[src/rtl/gtmr_pkg.sv]
package gtmr_pkg;
  localparam int CTRL_W     = 8;
  localparam int BIT_CLKSEL = 5;
  localparam int BIT_HYST   = 4;
  localparam int BIT_GSRC   = 1;
  localparam int BIT_SYNC   = 0;
  localparam logic [CTRL_W-1:0] CTRL_RST = 8'h02;

  typedef struct packed {
    logic clk_full;
    logic hyst;
    logic gate_pin_sel;
    logic sync_en;
  } ctrl_t;
endpackage

[src/rtl/gtmr_sync.sv]
module gtmr_sync #(
  parameter int STAGES = 2
) (
  input  logic clk_i,
  input  logic rst_ni,
  input  logic d_i,
  output logic q_o
);
  logic [STAGES-1:0] sh_q;

  always_ff @(posedge clk_i or negedge rst_ni) begin
    if (!rst_ni) sh_q <= '0;
    else         sh_q <= {sh_q[STAGES-2:0], d_i};
  end

  assign q_o = sh_q[STAGES-1];
endmodule

[src/rtl/gtmr_ctrl_reg.sv]
module gtmr_ctrl_reg
  import gtmr_pkg::*;
(
  input  logic              clk_i,
  input  logic              rst_ni,
  input  logic              we_i,
  input  logic [CTRL_W-1:0] wdata_i,
  output logic [CTRL_W-1:0] rdata_o,
  output ctrl_t             ctrl_o
);
  ctrl_t ctrl_q;

  always_ff @(posedge clk_i or negedge rst_ni) begin
    if (!rst_ni) begin
      ctrl_q.clk_full     <= CTRL_RST[BIT_CLKSEL];
      ctrl_q.hyst         <= CTRL_RST[BIT_HYST];
      ctrl_q.gate_pin_sel <= CTRL_RST[BIT_GSRC];
      ctrl_q.sync_en      <= CTRL_RST[BIT_SYNC];
    end else if (we_i) begin
      ctrl_q.clk_full     <= wdata_i[BIT_CLKSEL];
      ctrl_q.hyst         <= wdata_i[BIT_HYST];
      ctrl_q.gate_pin_sel <= wdata_i[BIT_GSRC];
      ctrl_q.sync_en      <= wdata_i[BIT_SYNC];
    end
  end

  always_comb begin
    rdata_o             = '0;
    rdata_o[BIT_CLKSEL] = ctrl_q.clk_full;
    rdata_o[BIT_HYST]   = ctrl_q.hyst;
    rdata_o[BIT_GSRC]   = ctrl_q.gate_pin_sel;
    rdata_o[BIT_SYNC]   = ctrl_q.sync_en;
  end

  // unimplemented write bits
  logic unused_wbits;
  assign unused_wbits = ^{wdata_i[7:6], wdata_i[3:2]};

  assign ctrl_o = ctrl_q;
endmodule

[src/rtl/gtmr_edge_gen.sv]
// Phase counter spanning instruction divide and prescale; emits rise/fall events.
module gtmr_edge_gen #(
  parameter int INSTR_LOG2 = 2,
  parameter int PRE_W      = 2,
  localparam int PH_W      = INSTR_LOG2 + (1 << PRE_W) - 1
) (
  input  logic             clk_i,
  input  logic             rst_ni,
  input  logic             en_i,
  input  logic             clk_full_i,
  input  logic [PRE_W-1:0] div_sel_i,
  output logic             rise_o,
  output logic             fall_o
);
  logic [PH_W:0]   base, period;
  logic [PH_W-1:0] last, half, ph_q;
  logic            single;

  always_comb begin
    base   = clk_full_i ? (PH_W+1)'(1) : ((PH_W+1)'(1) << INSTR_LOG2);
    period = base << div_sel_i;
    last   = PH_W'(period - (PH_W+1)'(1));
    half   = PH_W'((period >> 1) - (PH_W+1)'(1));
    single = (period == (PH_W+1)'(1));
  end

  always_ff @(posedge clk_i or negedge rst_ni) begin
    if (!rst_ni)           ph_q <= '0;
    else if (!en_i)        ph_q <= '0;
    else if (ph_q >= last) ph_q <= '0;
    else                   ph_q <= ph_q + 1'b1;
  end

  assign rise_o = en_i && (ph_q == last);
  assign fall_o = en_i && (single || (ph_q == half));
endmodule

[src/rtl/gtmr_cmp_path.sv]
module gtmr_cmp_path #(
  parameter int SYNC_STAGES = 2
) (
  input  logic clk_i,
  input  logic rst_ni,
  input  logic cmp_raw_i,
  input  logic fall_i,
  input  logic sync_en_i,
  output logic cmp_o
);
  logic cmp_s, cmp_lat_q;

  gtmr_sync #(.STAGES(SYNC_STAGES)) u_sync (
    .clk_i (clk_i),
    .rst_ni(rst_ni),
    .d_i   (cmp_raw_i),
    .q_o   (cmp_s)
  );

  // capture half a period away from the increment
  always_ff @(posedge clk_i or negedge rst_ni) begin
    if (!rst_ni)     cmp_lat_q <= 1'b0;
    else if (fall_i) cmp_lat_q <= cmp_s;
  end

  assign cmp_o = sync_en_i ? cmp_lat_q : cmp_s;
endmodule

[src/rtl/gtmr_counter.sv]
module gtmr_counter #(
  parameter int CNT_W = 16
) (
  input  logic             clk_i,
  input  logic             rst_ni,
  input  logic             load_i,
  input  logic [CNT_W-1:0] load_val_i,
  input  logic             inc_i,
  output logic [CNT_W-1:0] count_o,
  output logic             ovf_o
);
  logic [CNT_W-1:0] cnt_q;
  logic             ovf_q;

  always_ff @(posedge clk_i or negedge rst_ni) begin
    if (!rst_ni) begin
      cnt_q <= '0;
      ovf_q <= 1'b0;
    end else begin
      ovf_q <= 1'b0;
      if (load_i) begin
        cnt_q <= load_val_i;
      end else if (inc_i) begin
        cnt_q <= cnt_q + 1'b1;
        ovf_q <= &cnt_q;
      end
    end
  end

  assign count_o = cnt_q;
  assign ovf_o   = ovf_q;
endmodule

[src/rtl/gated_timer.sv]
module gated_timer
  import gtmr_pkg::*;
#(
  parameter int CNT_W       = 16,
  parameter int PRE_W       = 2,
  parameter int INSTR_LOG2  = 2,
  parameter int SYNC_STAGES = 2
) (
  input  logic              clk_i,
  input  logic              rst_ni,
  input  logic              ctrl_we_i,
  input  logic [CTRL_W-1:0] ctrl_wdata_i,
  output logic [CTRL_W-1:0] ctrl_rdata_o,
  input  logic [PRE_W-1:0]  presc_sel_i,
  input  logic              timer_en_i,
  input  logic              gate_en_i,
  input  logic              gate_pin_i,
  input  logic              cmp_i,
  input  logic              load_i,
  input  logic [CNT_W-1:0]  load_val_i,
  output logic [CNT_W-1:0]  count_o,
  output logic              ovf_o,
  output logic              cmp_o,
  output logic              hyst_o
);
  ctrl_t ctrl;
  logic  rise_evt, fall_evt, gate_s, cmp_gate, gate_ok, inc;

  gtmr_ctrl_reg u_ctrl (
    .clk_i  (clk_i),
    .rst_ni (rst_ni),
    .we_i   (ctrl_we_i),
    .wdata_i(ctrl_wdata_i),
    .rdata_o(ctrl_rdata_o),
    .ctrl_o (ctrl)
  );

  gtmr_edge_gen #(.INSTR_LOG2(INSTR_LOG2), .PRE_W(PRE_W)) u_edge (
    .clk_i     (clk_i),
    .rst_ni    (rst_ni),
    .en_i      (timer_en_i),
    .clk_full_i(ctrl.clk_full),
    .div_sel_i (presc_sel_i),
    .rise_o    (rise_evt),
    .fall_o    (fall_evt)
  );

  gtmr_sync #(.STAGES(SYNC_STAGES)) u_gate_sync (
    .clk_i (clk_i),
    .rst_ni(rst_ni),
    .d_i   (gate_pin_i),
    .q_o   (gate_s)
  );

  gtmr_cmp_path #(.SYNC_STAGES(SYNC_STAGES)) u_cmp (
    .clk_i    (clk_i),
    .rst_ni   (rst_ni),
    .cmp_raw_i(cmp_i),
    .fall_i   (fall_evt),
    .sync_en_i(ctrl.sync_en),
    .cmp_o    (cmp_gate)
  );

  assign gate_ok = !gate_en_i || (ctrl.gate_pin_sel ? gate_s : cmp_gate);
  assign inc     = rise_evt && timer_en_i && gate_ok;

  gtmr_counter #(.CNT_W(CNT_W)) u_cnt (
    .clk_i     (clk_i),
    .rst_ni    (rst_ni),
    .load_i    (load_i),
    .load_val_i(load_val_i),
    .inc_i     (inc),
    .count_o   (count_o),
    .ovf_o     (ovf_o)
  );

  assign cmp_o  = cmp_gate;
  assign hyst_o = ctrl.hyst;
endmodule

[config.mk]
export PLATFORM = sky130hd
export DESIGN_NAME = gated_timer
export DESIGN_NICKNAME = d
export VERILOG_FILES = /design/src/rtl/gtmr_pkg.sv /design/src/rtl/gtmr_sync.sv /design/src/rtl/gtmr_ctrl_reg.sv /design/src/rtl/gtmr_edge_gen.sv /design/src/rtl/gtmr_cmp_path.sv /design/src/rtl/gtmr_counter.sv /design/src/rtl/gated_timer.sv
export SDC_FILE = /design/constraint.sdc
export NUM_CORES = 1
export LEC_CHECK = 0
export ABC_AREA = 1
export BUFFER_PORTS_ARGS = -buffer_cell sky130_fd_sc_hd__buf_2
export CORE_ASPECT_RATIO = 0.9
export CORE_MARGIN = 2
export CORE_UTILIZATION = 35
export CTS_BUF_LIST = sky130_fd_sc_hd__clkbuf_8 sky130_fd_sc_hd__clkbuf_16
export DETAILED_ROUTE_END_ITERATION = 8
export RECOVER_POWER = 100
export SLEW_MARGIN = 20
export SYNTH_ARGS = -nofsm -noshare
export SYNTH_HDL_FRONTEND = slang
export SYNTH_HIERARCHICAL = 1
export SYNTH_SLANG_ARGS = --single-unit
[constraint.sdc]
create_clock -name clk_i -period 4.9 [get_ports clk_i]
set_input_delay 0.49 -clock clk_i [delete_from_list [all_inputs] [get_ports clk_i]]
set_output_delay 0.49 -clock clk_i [all_outputs]
set_load 0.01 [all_outputs]
# Yosys cells after proc, flatten, opt, wreduce, memory -nomap -nowiden

Index checks and enable logic that the tools add are counted.

Logic and storage cells: 37
Bits in writable memories: 0
Memories kept: 0
Flip-flop bits (word level): 31
Latch bits: 0
Input port bits: 34
Output and inout bits: 27
ROM bits: 0

Order comparisons: 1
Reduce and logical (&&, ||, !) cells: 9
Equality and inequality tests: 3
Multipliers: 0
Shift operators: 1
Add/subtract/negate cells: 4
Multiplexer cells: 9
Divide/modulo/power cells: 0
Bitwise operators: 0

Operators with widths:

| kind                  | number |
|---|---|
| $mux 16               | 2 |
| $add 16x1->16 const B | 1 |
| $reduce_and 16->1     | 1 |
| $eq 5x5->1            | 2 |
| $mux 5                | 2 |
| $sub 5x1->5 const B   | 2 |
| $eq 6x1->1 const B    | 1 |
| $shl 3x2->6           | 1 |
| $add 5x1->5 const B   | 1 |
| $ge 5x5->1            | 1 |
| $logic_and 1x1->1     | 4 |
| $mux 1                | 4 |
| $mux 3                | 1 |
| $logic_or 1x1->1      | 2 |
| $reduce_bool 2->1     | 1 |
| $logic_not 1->1       | 1 |

# Depth between registers and ports, before layout

Depth after elaboration: 9
Gate-level depth with buffers: 24
Gate-level depth less buffers: 21

# Modules after synthesis

The synthesis kept the hierarchy.

By module, submodules not included:

| module        | cells an instance | seq. area each (um^2) | instances | area an instance (um^2) |
|---|---|---|---|---|
| gtmr_counter  | 144               | 425.4                 | 1         | 1084.8 |
| gtmr_edge_gen | 94                | 125.1                 | 1         | 608.1 |
| gtmr_ctrl_reg | 26                | 101.3                 | 1         | 214.0 |
| gtmr_sync     | 2                 | 50.0                  | 2         | 50.0 |
| gtmr_cmp_path | 9                 | 25.0                  | 1         | 55.1 |
| gated_timer   | 8                 | 0.0                   | 1         | 31.3 |

# Least setup slack after synthesis

No wires, ideal clock.

Kind: input to register
Start: input port presc_sel_i[0]
End: register u_cnt.cnt_q[10], in the netlist u_cnt/count_o[10]
Data required time: 4.779 ns
Path buffers: 3
Data arrival time: 2.666 ns
Library setup time: 0.121 ns
Path slack: 2.112 ns
Stages on the path: 23
Cell sequence: buf_4 inv_2 nand2_1 nand2_1 o21ai_1 ha_1 clkbuf_1 nand2_1 nand2_1 o21ai_1 ha_1 nand2_1 nor2_1 nand2_1 nor2_1 nand2_1 inv_1 nand2_1 inv_1 nor2_2 buf_4 a22oi_1 nand2_1

Cells in the longest elaborated chain, start to end: 7

Ends and longest elaborated chain:

| what                            | line                | RTL |
|---|---|---|
| from (decl)                     | gated_timer.sv:14   | `input logic [PRE_W-1:0] presc_sel_i,` |
| $shl 3x2->6                     | gtmr_edge_gen.sv:21 | `period = base << div_sel_i;` |
| $sub 5x1->5                     | gtmr_edge_gen.sv:22 | `last = PH_W'(period - (PH_W+1)'(1));` |
| $eq 5x5->1                      | gtmr_edge_gen.sv:34 | `assign rise_o = en_i && (ph_q == last);` |
| $logic_and 1x1->1               | gtmr_edge_gen.sv:34 |  |
| named net rise_evt              | gated_timer.sv:27   | `logic rise_evt, fall_evt, gate_s, cmp_gate, gate_ok, inc;` |
| $logic_and 1x1->1 (2 in series) | gated_timer.sv:65   | `assign inc = rise_evt && timer_en_i && gate_ok;` |
| named net inc                   | gated_timer.sv:27   |  |
| $reduce_bool 2->1 (no line)     | -                   |  |
| to (signal assigned)            | gtmr_counter.sv:22  | `cnt_q <= load_val_i;` |
| to (signal assigned)            | gtmr_counter.sv:24  | `cnt_q <= cnt_q + 1'b1;` |
| to (decl)                       | gtmr_counter.sv:12  | `logic [CNT_W-1:0] cnt_q;` |

The timed path passes the listed nets, and every way through them passes these cells.
A chain may end at the register's enable or synchronous reset.

# Worst setup path in the final report

Start: register u_ctrl.ctrl_q (netlist bit u_ctrl/ctrl_o[3])
End: register u_cnt.cnt_q[5], in the netlist u_cnt/count_o[5]

Cells in the longest elaborated chain, start to end: 8

Ends and longest elaborated chain:

| what                            | line                | RTL |
|---|---|---|
| from (decl)                     | gtmr_ctrl_reg.sv:11 | `ctrl_t ctrl_q;` |
| $mux 3                          | gtmr_edge_gen.sv:20 | `base = clk_full_i ? (PH_W+1)'(1) : ((PH_W+1)'(1) << INSTR_LOG2);` |
| $shl 3x2->6                     | gtmr_edge_gen.sv:21 |  |
| $sub 5x1->5                     | gtmr_edge_gen.sv:22 |  |
| $eq 5x5->1                      | gtmr_edge_gen.sv:34 |  |
| $logic_and 1x1->1               | gtmr_edge_gen.sv:34 |  |
| named net rise_evt              | gated_timer.sv:27   |  |
| $logic_and 1x1->1 (2 in series) | gated_timer.sv:65   |  |
| named net inc                   | gated_timer.sv:27   |  |
| $reduce_bool 2->1 (no line)     | -                   |  |

The timed path passes the listed nets, and every way through them passes these cells.

==> run summary <==
The total I/O pin count is 61. The number of DRC markers after the initial detailed-route iteration is 117. The share of the core filled with cells in the final layout is 0.419. The final reports fail on capacitance limit, slew limit. Synthesis inferred 31 register bits. The number of hold buffers added after CTS was 0. Broken down by cell family, the worst path's largest delay share belongs to simple AND/OR/NAND/NOR gates. The number of detailed-route iterations in the first pass is 4. The worst setup path is launched from a flop.

The routability-driven placement congestion ratio came out at 0.801. The worst voltage drop across the vdd grid came out at 0.137 mV. The synthesized area per cell is 7.34 µm².

Setup repair after global routing left no endpoint under its margin. The signal arrival time at the worst endpoint is 3.77 ns. The count of inserted antenna diode cells came out at 0. The global-route total usage across every layer is 0.148.

The count of pins over their slew limit came out at 32. The most used flip-flop cell after synthesis is dfrtp_1. The flow ran to the end, but the final reports show violations. The slowest stage of the critical path is the nor2_1 cell. The total instance count after detailed placement came out at 394. The standard-cell row count is 26. The overall die height is 77.4 µm.

The final clock skew is 0.0105 ns. In the global route stage, met2 resource usage came out at 0.213. The max capacitance violation total is 1.

The clock drives 31 sinks. Summed over all failing endpoints, the final setup total negative slack is 0 ns. The final standard cell count with taps included and fillers excluded is 402. The post-synthesis instance area came out at 0.00209 mm². In this run the number of H-tree levels came out at 2. The worst setup path is captured at a flop. The dominant cell type by area after synthesis is dfrtp_1. The effective utilization at floorplan came out at 0.366.

The final setup violation count came out at 0. In the layout the commonest cells are nand2_1 (82), nand3_1 (31), dfrtp_1 (30). The placed wire-length estimate came out at 3550 µm.

The post-CTS setup repair buffer count came out at 0. In the routed design, unresolved DRC markers number 0. The initial antenna violation count came to 0.

The data required time at the worst endpoint came out at 5.11 ns. The total of cells resized after clock tree synthesis came out at 0. Wires add up to 4730 µm. The average via count per standard cell came out at 4.76. For this run, the post-layout net count is 374.

For met1 alone, demand over resource in global routing was 0.217. Walking the worst path, the cells encountered are nor2_1 -> o21ai_0 -> ha_1 -> inv_1 -> o21ai_0 -> ha_1 -> nand2_1 -> nor2_1 -> nand2_1 -> nor2_1 -> nand2_1 -> inv_1 -> nand2_1 -> inv_1 -> nor2_1 -> a22oi_1 -> o21ai_0. During synthesis, Yosys emitted a total of 6 warnings. The hold violation count in the final report was 0.

In this run the clock root is driven by a clkbuf_8. The share of the clock period used by the worst path after layout is 0.726. The die covers 0.00662 mm².

The portion of the post-synthesis area used by sequential elements came out at 0.371. The largest net degree at the start of global routing is 32. The number of buffer and inverter instances along the worst setup path is 3. The worst hold path belongs to the class in2reg. The number of global-route vias before repair was 1693. The area inside the core boundary is 0.00573 mm². In this run the most used layer during global routing was met1. The routed design could run at a clock period as short as 3.56 ns. In the post-synthesis netlist, the biggest area contributors are dfrtp_1 (36%), nand2_1 (15%), nand3_1 (7.4%), ha_1 (5.4%), inv_1 (5.0%). Once detail routing completed, the nets flagged for antenna violations numbered 0. The area growth from synthesis to layout is 14.6%. The met3 track utilization from global routing came out at 0.0372.

Clock-pin slew was measured on the worst setup and hold paths at 0.08 ns. The overall power after layout is 0.663 mW. The slew at the pin with the worst max-slew slack is 1.64 ns.

The total congestion overflow is 0. The first global-routing pass estimated 7840 µm of wire. In the final layout, the share of cells above drive strength 1 is 0.148. The total vias in the final route is 1915. The stage delay of the slowest cell on the critical path is 0.84 ns. The final routed wire length divided by cell count is 11.8 µm.

TritonCTS built the clock tree. Synthesis produced a netlist whose cell count is 285. In this run the static leakage power is 1.21 nW. The clock tree buffer depth is 2. The number of different library cells in the post-synthesis netlist is 27. The critical setup path kind is reg2reg. The library cell used most frequently in the layout, excluding fill and tap cells, is nand2_1. TritonCTS created 5 clock buffers. The total power divided by cell area came out at 277 mW/mm². The latest clock arrival within the worst-skew pair came out at 0.29 ns. The top achievable clock speed came out at 281 MHz. The share of synthesized flip-flops with an asynchronous set or reset is 1.00. In this run, synthesis inferred 0 flip-flops with an integrated enable. Buffers placed on the I/O ports in this run total 52.

Of the post-synthesis cell area, the dominant cell type holds 0.359. The largest fanout on the critical path is 14. The die span in x came out at 85.5 µm. The remaining max-slew budget at the tightest pin is -0.0955.
==> synth_stat cells, types with 2 or more instances <==
| library cell | instances |
|---|---|
| nor2_2 | 3 |
| xnor2_1 | 7 |
| a21oi_1 | 5 |
| inv_2 | 5 |
| ha_1 | 9 |
| clkbuf_1 | 3 |
| nand4_1 | 4 |
| a22oi_1 | 13 |
| inv_1 | 28 |
| xor2_1 | 7 |
| nand3_1 | 31 |
| o21bai_1 | 3 |
| nand2_1 | 82 |
| dfrtp_1 | 30 |
| buf_4 | 11 |
| nand3_2 | 2 |
| nor2_1 | 25 |
| nand2_2 | 3 |
| o21ai_0 | 2 |
| o21ai_1 | 5 |
==> path summary, 6_finish.rpt <==
kind                       cells past startpoint  slack, ns                            end                          start
max                                           17       1.34   u_cnt/count_o[5]$_DFFE_PN0P_   u_ctrl/ctrl_o[3]$_DFFE_PN0P_
min                                            1       0.31  u_gate_sync/sh_q[0]$_DFF_PN0_                     gate_pin_i
max reg2reg                                   17       1.34   u_cnt/count_o[5]$_DFFE_PN0P_   u_ctrl/ctrl_o[3]$_DFFE_PN0P_
min reg2reg                                    0       0.35  u_gate_sync/sh_q[1]$_DFF_PN0_  u_gate_sync/sh_q[0]$_DFF_PN0_
max in group asynchronous                      1       3.33    u_cmp/cmp_lat_q$_DFFE_PN0P_                         rst_ni
min in group asynchronous                      1       0.61  u_cnt/count_o[12]$_DFFE_PN0P_                         rst_ni
==> metrics by stage <==
| stage | hold slack, ns | cell area [µm²] | setup slack [ns] |
|---|---|---|---|
| after detailed placement | 0.336 | 2340 | 1.68 |
| after global routing | 0.292 | 2400 | 0.800 |
| final | 0.305 | 2400 | 1.34 |
| after global placement | 0.332 | 2340 | 1.70 |
| after floorplan | 0.194 | 2100 | 2.11 |
| after CTS | 0.268 | 2430 | 1.80 |
==> cell type report <==
type,instances,area [µm²]
Fill cell,617,3330
Multi-Input combinational cell,208,1090
Sequential cell,31,777
Timing Repair Buffer,52,230
Inverter,33,124
Tap cell,70,87.6
Clock buffer,5,68.8
Clock inverter,3,20.0
==> report_power, final <==
part / leakage, nW / internal [mW] / switching (mW)
clock: 0.0402 / 0.0988 / 0.106
sequential: 0.380 / 0.280 / 0.0329
combinational: 0.791 / 0.0592 / 0.0873
==> registers in the layout, summed over array words and instances (netlist names) <==
| signal | flops |
|---|---|
| u_cmp/cmp_lat_q | 1 |
| u_cnt/ovf_o | 1 |
| u_ctrl/ctrl_o | 4 |
| u_cnt/count_o | 16 |
| u_gate_sync/sh_q | 2 |
| u_cmp/u_sync/sh_q | 2 |
| u_edge/ph_q | 5 |
==> worst register-to-register path, cell delays in order (launching register included) <==
cell and delay [ns]:
dfrtp_1 0.55, nor2_1 0.11, o21ai_0 0.35, ha_1 0.36, inv_1 0.11, o21ai_0 0.18
ha_1 0.25, nand2_1 0.09, nor2_1 0.05, nand2_1 0.07, nor2_1 0.04, nand2_1 0.06
inv_1 0.04, nand2_1 0.05, inv_1 0.06, nor2_1 0.84, a22oi_1 0.15, o21ai_0 0.13
==> per-layer routing <==
layer  part of all wire  vias to the layer above
li1                   -                      993
met1               0.53                      869
met2               0.43                       51
met3              0.047                        2
met4             0.0017                        0
met5                  0                        -
==> cell families (layout without fill, tap and decap cells) <==
kind of cell / count (synthesis) / after routing / share of synthesized area
buffers and inverters: 49 / 93 / 0.112
and+or+nand+nor: 152 / 152 / 0.313
adders and majority gates: 9 / 9 / 0.0538
xor gates and xnor gates: 14 / 14 / 0.0586
DFF: 31 / 31 / 0.371
other: 1 / 4 / 0.00179
AOI/OAI and AO/OA: 29 / 29 / 0.0897
No activity file was read; power rests on OpenSTA's default activity.
